$ cat config.mk
export PLATFORM = sky130hd
export DESIGN_NAME = flow_dest_resolver
export DESIGN_NICKNAME = d
export VERILOG_FILES = /design/src/rtl/flow_dest_resolver.sv
export SDC_FILE = /design/constraint.sdc
export NUM_CORES = 1
export LEC_CHECK = 0
export ABC_AREA = 1
export CAP_MARGIN = 20
export CORE_UTILIZATION = 27
export DETAILED_ROUTE_END_ITERATION = 6
export PLACE_DENSITY = 0.75
export SYNTH_ARGS = -nofsm -noshare
export SYNTH_HDL_FRONTEND = slang
export SYNTH_SLANG_ARGS = --single-unit
$ cat constraint.sdc
create_clock -name clk -period 1.1 [get_ports clk]
set_input_delay 0.22 -clock clk [delete_from_list [all_inputs] [get_ports clk]]
set_output_delay 0.22 -clock clk [all_outputs]
set_load 0.01 [all_outputs]
$ cat src/rtl/flow_dest_resolver.sv
module flow_dest_resolver #(
  parameter int SW_RINGS = 9
) (
  input  logic       clk,
  input  logic       rst_n,
  input  logic       in_valid,
  output logic       in_ready,
  input  logic [31:0] rt_word,
  input  logic       lkp_hit,
  input  logic       ent_inv,
  input  logic       first_frag,
  input  logic       mbuf,
  input  logic [4:0] as_dest,
  input  logic [4:0] rule_dest,
  input  logic [4:0] cfg_ofl_ring,
  input  logic [4:0] cfg_dflt_ring,
  input  logic       cfg_mbuf_no_ofl,
  input  logic       cfg_inv_mode,
  output logic       out_valid,
  input  logic       out_ready,
  output logic [4:0] ring,
  output logic       drop,
  output logic       fs_fail,
  output logic       set_inv
);
  localparam int        EXTRA_SW  = (SW_RINGS > 5) ? SW_RINGS - 5 : 0;
  localparam logic [4:0] LAST_CODE = 5'(6 + EXTRA_SW);
  localparam logic [4:0] REL_CODE  = 5'd5;

  function automatic logic [4:0] remap(input logic [4:0] c, input logic [4:0] dflt);
    if (c <= 5'd6) return c;
    if (c >= 5'd7 && c <= LAST_CODE) return c;
    return dflt;
  endfunction

  wire       e_valid = rt_word[8];
  wire       e_ofl   = rt_word[23];
  wire [4:0] e_dest  = rt_word[28:24];
  wire       e_drop  = rt_word[29];
  wire [1:0] e_hndl  = rt_word[31:30];

  wire hit     = lkp_hit && e_valid;
  wire blocked = hit && cfg_inv_mode && ent_inv;
  wire good    = hit && !blocked;
  wire use_ofl = e_ofl && !(cfg_mbuf_no_ofl && mbuf);

  logic [4:0] sel_code;
  always_comb begin
    if (!good)          sel_code = as_dest;
    else if (use_ofl)   sel_code = cfg_ofl_ring;
    else begin
      case (e_hndl)
        2'd1:    sel_code = as_dest;
        2'd3:    sel_code = rule_dest;
        default: sel_code = e_dest;
      endcase
    end
  end

  wire [4:0] nxt_ring = (good && e_drop) ? REL_CODE : remap(sel_code, cfg_dflt_ring);
  wire       nxt_drop = good && e_drop;
  wire       nxt_set  = good && cfg_inv_mode && first_frag && !ent_inv;

  assign in_ready = !out_valid || out_ready;
  wire take = in_valid && in_ready;

  always_ff @(posedge clk or negedge rst_n) begin
    if (!rst_n) begin
      out_valid <= 1'b0;
      ring      <= '0;
      drop      <= 1'b0;
      fs_fail   <= 1'b0;
      set_inv   <= 1'b0;
    end else begin
      if (take) begin
        out_valid <= 1'b1;
        ring      <= nxt_ring;
        drop      <= nxt_drop;
        fs_fail   <= !good;
        set_inv   <= nxt_set;
      end else if (out_ready) begin
        out_valid <= 1'b0;
      end
    end
  end

  a_r3_drop_release: assert property (@(posedge clk) disable iff (!rst_n)
    out_valid && drop |-> ring == REL_CODE);

  a_r9_fail_no_drop: assert property (@(posedge clk) disable iff (!rst_n)
    out_valid && fs_fail |-> !drop && !set_inv);

  a_r10_hold: assert property (@(posedge clk) disable iff (!rst_n)
    out_valid && !out_ready |=> out_valid && $stable(ring) && $stable(drop) && $stable(fs_fail) && $stable(set_inv));

  a_r10_ready: assert property (@(posedge clk) disable iff (!rst_n)
    out_valid && !out_ready |-> !in_ready);

  a_r1_miss_fail: assert property (@(posedge clk) disable iff (!rst_n)
    in_valid && in_ready && !lkp_hit |=> out_valid && fs_fail);

  a_r8_set_needs_mode: assert property (@(posedge clk) disable iff (!rst_n)
    in_valid && in_ready && !cfg_inv_mode |=> !set_inv);
endmodule

==> results of run 1 <==
==> flip-flops by register name, summed over array words and instances, names as in the netlist <==
register   cells
out_valid      1
drop           1
ring           5
set_inv        1
fs_fail        1
==> routing by layer <==
layer	vias up	GRT usage, %	wire length, µm
li1	502	-	-
met1	425	15.46	840
met2	42	27.37	1137
met3	2	2.810	160
met4	0	4.286	8
met5	-	0	0
==> repair_timing <==
item                                    4_1_cts  5_1_grt
endpoints found under the setup margin       17       13
setup buffers                                 1        4
cloned                                        0        0
pin swaps                                    47       22
resized for setup                           110       24
==> logic make-up after synthesis <==
kind of cell,Yosys count
AND/OR/NAND/NOR,79
buffers and inverters,22
AO/OA/AOI/OAI,10
flip-flops,9
==> how the worst min path moves through the flow <==
stage	slack, ns	depth (start not counted)	startpoint	end
2_1_floorplan	-0.08	0	rst_n	drop
3_3_place_gp	0.47	2	fs_fail	fs_fail
3_5_place_dp	0.48	2	fs_fail	fs_fail
4_1_cts	0.24	3	cfg_inv_mode	set_inv
5_1_grt	0.26	3	cfg_inv_mode	set_inv
6_report	0.25	3	cfg_inv_mode	set_inv
==> area by class of cell <==
type | instances | share of cell area (%)
Timing Repair Buffer | 64 | 36.33
Multi-Input combinational cell | 89 | 38.12
Inverter | 21 | 5.857
Sequential cell | 9 | 15.28
Clock buffer | 4 | 1.783
Tap cell | 31 | 2.632
==> power breakdown <==
group	switching (mW)	leakage [nW]	internal, mW	total [mW]
Clock	0.0993	0.0150	0.139	0.238
Combinational	0.275	0.679	0.293	0.568
Sequential	0.0269	0.109	0.381	0.408
Total	0.401	0.802	0.813	1.21
==> worst max-delay path, cell delays in order <==
cell,delay [ns]
buf_6,0.10
nand2_4,0.06
inv_4,0.04
nor2_8,0.17
nand2_4,0.08
nand2_2,0.06
nand2_2,0.07
buf_4,0.13
buf_4,0.12
o21ai_2,0.12
inv_2,0.05
a21oi_2,0.11
==> placed cells by master (no fill, tap or decap) <==
cell	synthesis	layout
nand2_4	3	12
a21oi_2	2	2
nor2_2	2	4
or2_0	2	2
o21ai_2	0	1
nand3b_1	1	1
dlygate4sd2_1	0	13
nor2_1	10	8
nand3_1	14	11
inv_4	0	3
o21ai_0	4	3
nand3_4	1	1
nor2_8	1	1
or2_1	1	1
inv_1	19	13
nand3_2	0	3
clkbuf_1	0	1
clkdlybuf4s15_1	0	5
buf_2	0	7
inv_2	1	5
nand2_2	6	11
buf_6	1	7
nand4_1	1	1
o21ai_1	4	4
nand2_1	37	23
clkbuf_4	0	3
clkbuf_2	0	5
buf_4	0	15
dfrtp_1	9	9
clkdlybuf4s50_1	0	12
==> out/results.tsv, run 1 <==
stage	metric	value	unit
clock_tree	cts.sinks	9	
final_layout	diodes	0	
logic_synthesis	yosysUniqueCellTypes	20	
timing	slew_headroom	73.21	%
timing	period_share	104.4	%
place	pre_cts_slack	-0.7614	ns
min_path	hp-class	in2reg	
timing	worst_pin_slew	0.4005	ns
route	drt_iter0_drc	15	
route	wl_per_cell	9.849	µm
place	globalplace.congestion	0.8028	
floorplan	core	0.002734	mm²
worst_setup_path	rrSetupSlack	-0.01	ns
logic_synthesis	synthTopCellsByArea	dfrtp_1 29%, nand2_1 18%, inv_1 9.2%, nand3_1 9.0%, nand2_2 4.8%	
status	violations	negative setup slack	
worst_setup_path	critPathCapture	ring[2]	
logic_synthesis	synth_top_area_share	29.08	%
logic_synthesis	synth_commonest_cells	37 x nand2_1, 19 x inv_1, 14 x nand3_1	
global_route	grt_pass1_wl	3629	µm
route	vias_per_cell	4.454	
clock_tree	cts_tree	done	
logic_synthesis	async_flop_share	100.0	%
place	dpl-instance-area	0.001378	mm²
final_layout	fin_cells	218	
logic_synthesis	syn_avg_cell_area	6.454	µm²
clock_tree	clock-root-buffer	clkbuf_4	
global_route	grt_overflow	0	
final_layout	area_growth	90.31	%
logic_synthesis	netlist_instances	120	
pwr	total_power	1.214	mW
logic_synthesis	synth_fa_ha_area_share	0	%
global_route	grt_pass1_vias	957	
floorplan	std_cell_rows	19	
clock_tree	htreeDepth	1	
worst_setup_path	cp_max_fo	8	
final_layout	final_nets	250	
logic_synthesis	ys_ff_latch	9	
timing	fin_hold_ws	0.2461	ns
final_layout	final_area	0.001474	mm²
timing	slew_violations	0	
timing	finalClockSkew	0.003930	ns
place	portBuffers	49	
logic_synthesis	synth_flop_cell	dfrtp_1	
worst_setup_path	arrival	1.33	ns
timing	finalSetupViolations	4	
logic_synthesis	synth_edf_count	0	
pwr	ir_drop	0.6226	mV
worst_setup_path	rr_worst_depth	9	
logic_synthesis	synth_mux_area_share	0	%
final_layout	fillerInstances	281	
clock_tree	cts_buffer_depth	2	
timing	rsz0062_at_grt	true	
logic_synthesis	syn_area	774.5	µm²
clock_tree	clk_latency	0.25	ns
route	drcViolationCount	0	
clock_tree	clk_pin_slew_worst_paths	0.06	ns
logic_synthesis	syn-num-nets	182	
timing	period_minus_slack	1.149	ns
worst_setup_path	worstSetupPathType	in2reg	
final_layout	seq_area	225.2	µm²
final_layout	drive_gt1_share	42.78	%
timing	hold_viol_final	0	
logic_synthesis	yosysTopAreaCell	dfrtp_1	
worst_setup_path	r2r_end	ring[0]	
final_layout	utilization	53.91	%
place	place_inst	209	
floorplan	io_pins	72	
floorplan	die_h	55.56	µm
global_route	antenna_found_initial	0	
floorplan	die_area	0.003087	mm²
logic_synthesis	synth_compound_area_share	7.431	%
logic_synthesis	yosys_warnings	0	
logic_synthesis	synth_top_family_by_area	simple AND/OR/NAND/NOR gates	
route	vias	971	
timing	fmax	0.8704	GHz
worst_setup_path	reg2reg_from	out_valid	
logic_synthesis	synth_xor_xnor_area_share	0	%
worst_setup_path	worstSetupStartpointType	primary input	
worst_setup_path	startpoint	cfg_inv_mode	
global_route	grt_usage	14.24	%
pwr	power_leakage	0.8022	nW
timing	fin_ws	-0.04885	ns
logic_synthesis	yosysSeqAreaShare	29.08	%
final_layout	multi_input_area	561.8	µm²
worst_setup_path	critPathRequiredTime	1.29	ns
floorplan	die_w	55.56	µm
run	cap_violations	0	
pwr	power.density	823.7	mW/mm²
route	dr.pass1.iters	4	
logic_synthesis	yosysMostFrequentCell	nand2_1	
route	ant_nets	0	
global_route	grt_max_degree	10	
logic_synthesis	yosys.area_share.simple	51.70	%
clock_tree	hold_buffers	0	
place	dp_hpwl	1798	µm
floorplan	start_util	28.33	%
status	status	complete, but fails checks	
route	wirelength	2147	µm
clock_tree	cts_buffers	3	
worst_setup_path	endpoint_kind	flop	
timing	tns	-0.1632	ns
Note: power is estimated with default switching activity, not from simulation.
==> run 2, diff against run 1 <==
CTS_CLUSTER_SIZE = 20   (was default)
==> results of run 2 <==
The final DEF is identical to that of run 1; final timing and power are the same.
==> run 3, diff against run 2 <==
CORE_MARGIN = 1.5   (was default)
CORE_UTILIZATION = 45   (was 27)
DONT_BUFFER_PORTS = 1   (was default)
HOLD_SLACK_MARGIN = 0.1   (was default)
PLACE_DENSITY = default   (was 0.75)
==> out/results.tsv, run 3 (synthesis gave the netlist of run 1 again) <==
stage	metric	value	unit	change
clock_tree	htreeDepth	1		unchanged
worst_setup_path	endpoint_kind	output port		was flop
global_route	grt_overflow	0		unchanged
floorplan	die_area	0.001979	mm²	was 0.003087 mm²
timing	slew_violations	0		unchanged
timing	fin_ws	0.04215	ns	was -0.04885 ns
pwr	power_leakage	0.5112	nW	was 0.8022 nW
clock_tree	cts.sinks	9		unchanged
floorplan	io_pins	72		unchanged
final_layout	area_growth	18.90	%	was 90.31%
final_layout	drive_gt1_share	32.33	%	was 42.78%
timing	worst_pin_slew	0.4111	ns	was 0.4005 ns
floorplan	start_util	49.68	%	was 28.33%
clock_tree	clk_pin_slew_worst_paths	0.06	ns	about the same
final_layout	diodes	0		unchanged
worst_setup_path	crit_slowest_cell	dfrtp_1		was nor2_8
floorplan	die_w	44.49	µm	was 55.56 µm
worst_setup_path	cpPeakStageDelay	0.38	ns	was 0.17 ns
clock_tree	cts_tree	done		unchanged
min_path	hp-class	in2reg		unchanged
pwr	total_power	0.9990	mW	was 1.214 mW
final_layout	layout_commonest_cell	nand2_1		unchanged
route	wl_met2	775	µm	was 1137 µm
route	vias_per_cell	5.134		was 4.454
route	drt_iter0_drc	17		was 15
timing	rsz0062_at_grt	false		was true
place	portBuffers	0		was 49
route	ant_nets	0		unchanged
global_route	grt_max_degree	10		unchanged
route	dr.pass1.iters	6		was 4
route	vias	765		was 971
run	cap_violations	0		unchanged
route	highest_layer	met4		unchanged
clock_tree	clock-root-buffer	clkbuf_4		unchanged
status	violations	design-rule violations		was negative setup slack
timing	fmax	0.9453	GHz	was 0.8704 GHz
route	drt-met1-wl	729	µm	was 840 µm
timing	period_share	96.17	%	was 104.4%
clock_tree	cts_buffer_depth	2		unchanged
place	globalplace.congestion	0.7982		was 0.8028
clock_tree	clk_latency	0.26	ns	was 0.25 ns
worst_setup_path	worstSetupStartpointType	flop		was primary input
worst_setup_path	arrival	0.84	ns	was 1.33 ns
final_layout	multi_input_area	489.2	µm²	was 561.8 µm²
worst_setup_path	path_cells	nand2_2, buf_4		was buf_6, nand2_4, inv_4, nor2_8, nand2_4, nand2_2, nand2_2, buf_4, buf_4, o21ai_2, inv_2, a21oi_2
worst_setup_path	cp_max_fo	2		was 8
timing	slew_headroom	72.51	%	was 73.21%
final_layout	regMostFlops	ring		unchanged
floorplan	std_cell_rows	14		was 19
worst_setup_path	rrSetupSlack	0.08	ns	was -0.01 ns
place	dp_hpwl	1404	µm	was 1798 µm
final_layout	fillerInstances	165		was 281
worst_setup_path	critPathRequiredTime	0.88	ns	was 1.29 ns
status	status	complete, but fails checks		unchanged
timing	fin_hold_ws	0.1029	ns	was 0.2461 ns
global_route	grt_usage	18.89	%	was 14.24%
final_layout	final_nets	196		was 250
final_layout	largest_reg_flops	5		unchanged
global_route	grt_pass1_wl	2801	µm	was 3629 µm
final_layout	seq_area	225.2	µm²	unchanged
global_route	antenna_found_initial	0		unchanged
floorplan	die_h	44.49	µm	was 55.56 µm
route	wirelength	1671	µm	was 2147 µm
timing	finalClockSkew	0.0005782	ns	was 0.003930 ns
timing	hold_viol_final	0		unchanged
route	wl_per_cell	11.21	µm	was 9.849 µm
pwr	power.density	1085	mW/mm²	was 823.7 mW/mm²
route	wl_met3	150	µm	was 160 µm
place	pre_cts_slack	-0.2329	ns	was -0.7614 ns
final_layout	final_cell_mix	31 x nand2_1, 16 x inv_1, 13 x nand3_1, 12 x nand2_2		was 23 x nand2_1, 15 x buf_4, 13 x inv_1, 13 x dlygate4sd2_1
pwr	ir_drop	0.9463	mV	was 0.6226 mV
worst_setup_path	worstSetupPathType	reg2out		was in2reg
timing	period_minus_slack	1.058	ns	was 1.149 ns
floorplan	core	0.001559	mm²	was 0.002734 mm²
route	drcViolationCount	4		was 0
global_route	grt_pass1_vias	709		was 957
timing	finalSetupViolations	0		was 4
clock_tree	cts_buffers	3		unchanged
==> run 3: cell count changes in the layout (fill, tap and decap cells not counted), moves of 6 or more <==
cell	delta
buf_6	-7
nand2_4	-9
buf_2	-7
dlygate4sd2_1	-13
buf_4	-6
clkdlybuf4s50_1	-12
nand2_1	+8
==> run 3: layout make-up <==
| cell class | instances | share of cell area [%] |
|---|---|---|
| clock buffers | 4 | 2.853 |
| flip-flops and latches | 9 | 24.46 |
| well taps | 16 | 2.174 |
| multi-input cells | 89 | 53.12 |
| inverters | 21 | 8.967 |
| repair buffers | 10 | 8.424 |
==> run 3: final timing paths <==
path	endpoint	from	depth (start not counted)
max in group asynchronous	drop	rst_n	1
min in group asynchronous	set_inv	rst_n	1
min	ring[4]	cfg_dflt_ring[4]	2
max	in_ready	out_valid	2
max reg2reg	ring[0]	out_valid	8
min reg2reg	ring[1]	ring[1]	2
==> run 3: worst max-delay path, delay by kind of cell, from the launching register on <==
kind | cells | cell delay [ns]
flip-flops | 1 | 0.38
AND/OR/NAND/NOR | 1 | 0.07
buffers and inverters | 1 | 0.12
==> run 3: where the power goes <==
part	internal (mW)	switching, mW
clock	0.140	0.117
sequential	0.381	0.0556
combinational	0.132	0.174
==> run 3: per-stage QoR <==
| stage | util, % | setup TNS [ns] | instance area (µm²) | std cells |
|---|---|---|---|---|
| after floorplan | - | -0.4704 | 788.3 | 120 |
| after global placement | 55.22 | -0.8500 | 860.8 | 144 |
| after detailed placement | 55.22 | -0.9534 | 860.8 | 144 |
| after CTS | 57.54 | 0 | 897.1 | 149 |
| after global routing | 59.07 | 0 | 920.9 | 149 |
| final | 59.07 | 0 | 920.9 | 149 |
==> run 3: timing repair <==
item	in CTS	in global routing
hold buffers	1	0
buffers inserted	0	0
setup endpoints to repair	0	4
resized for setup	0	11
hold endpoints to repair	9	0
==> run 3: layer usage <==
metal  up-vias  track usage (%)
met5         -                0
met4         0            3.636
met3         4            7.347
met2        36            30.43
met1       332            23.99
li1        393                -
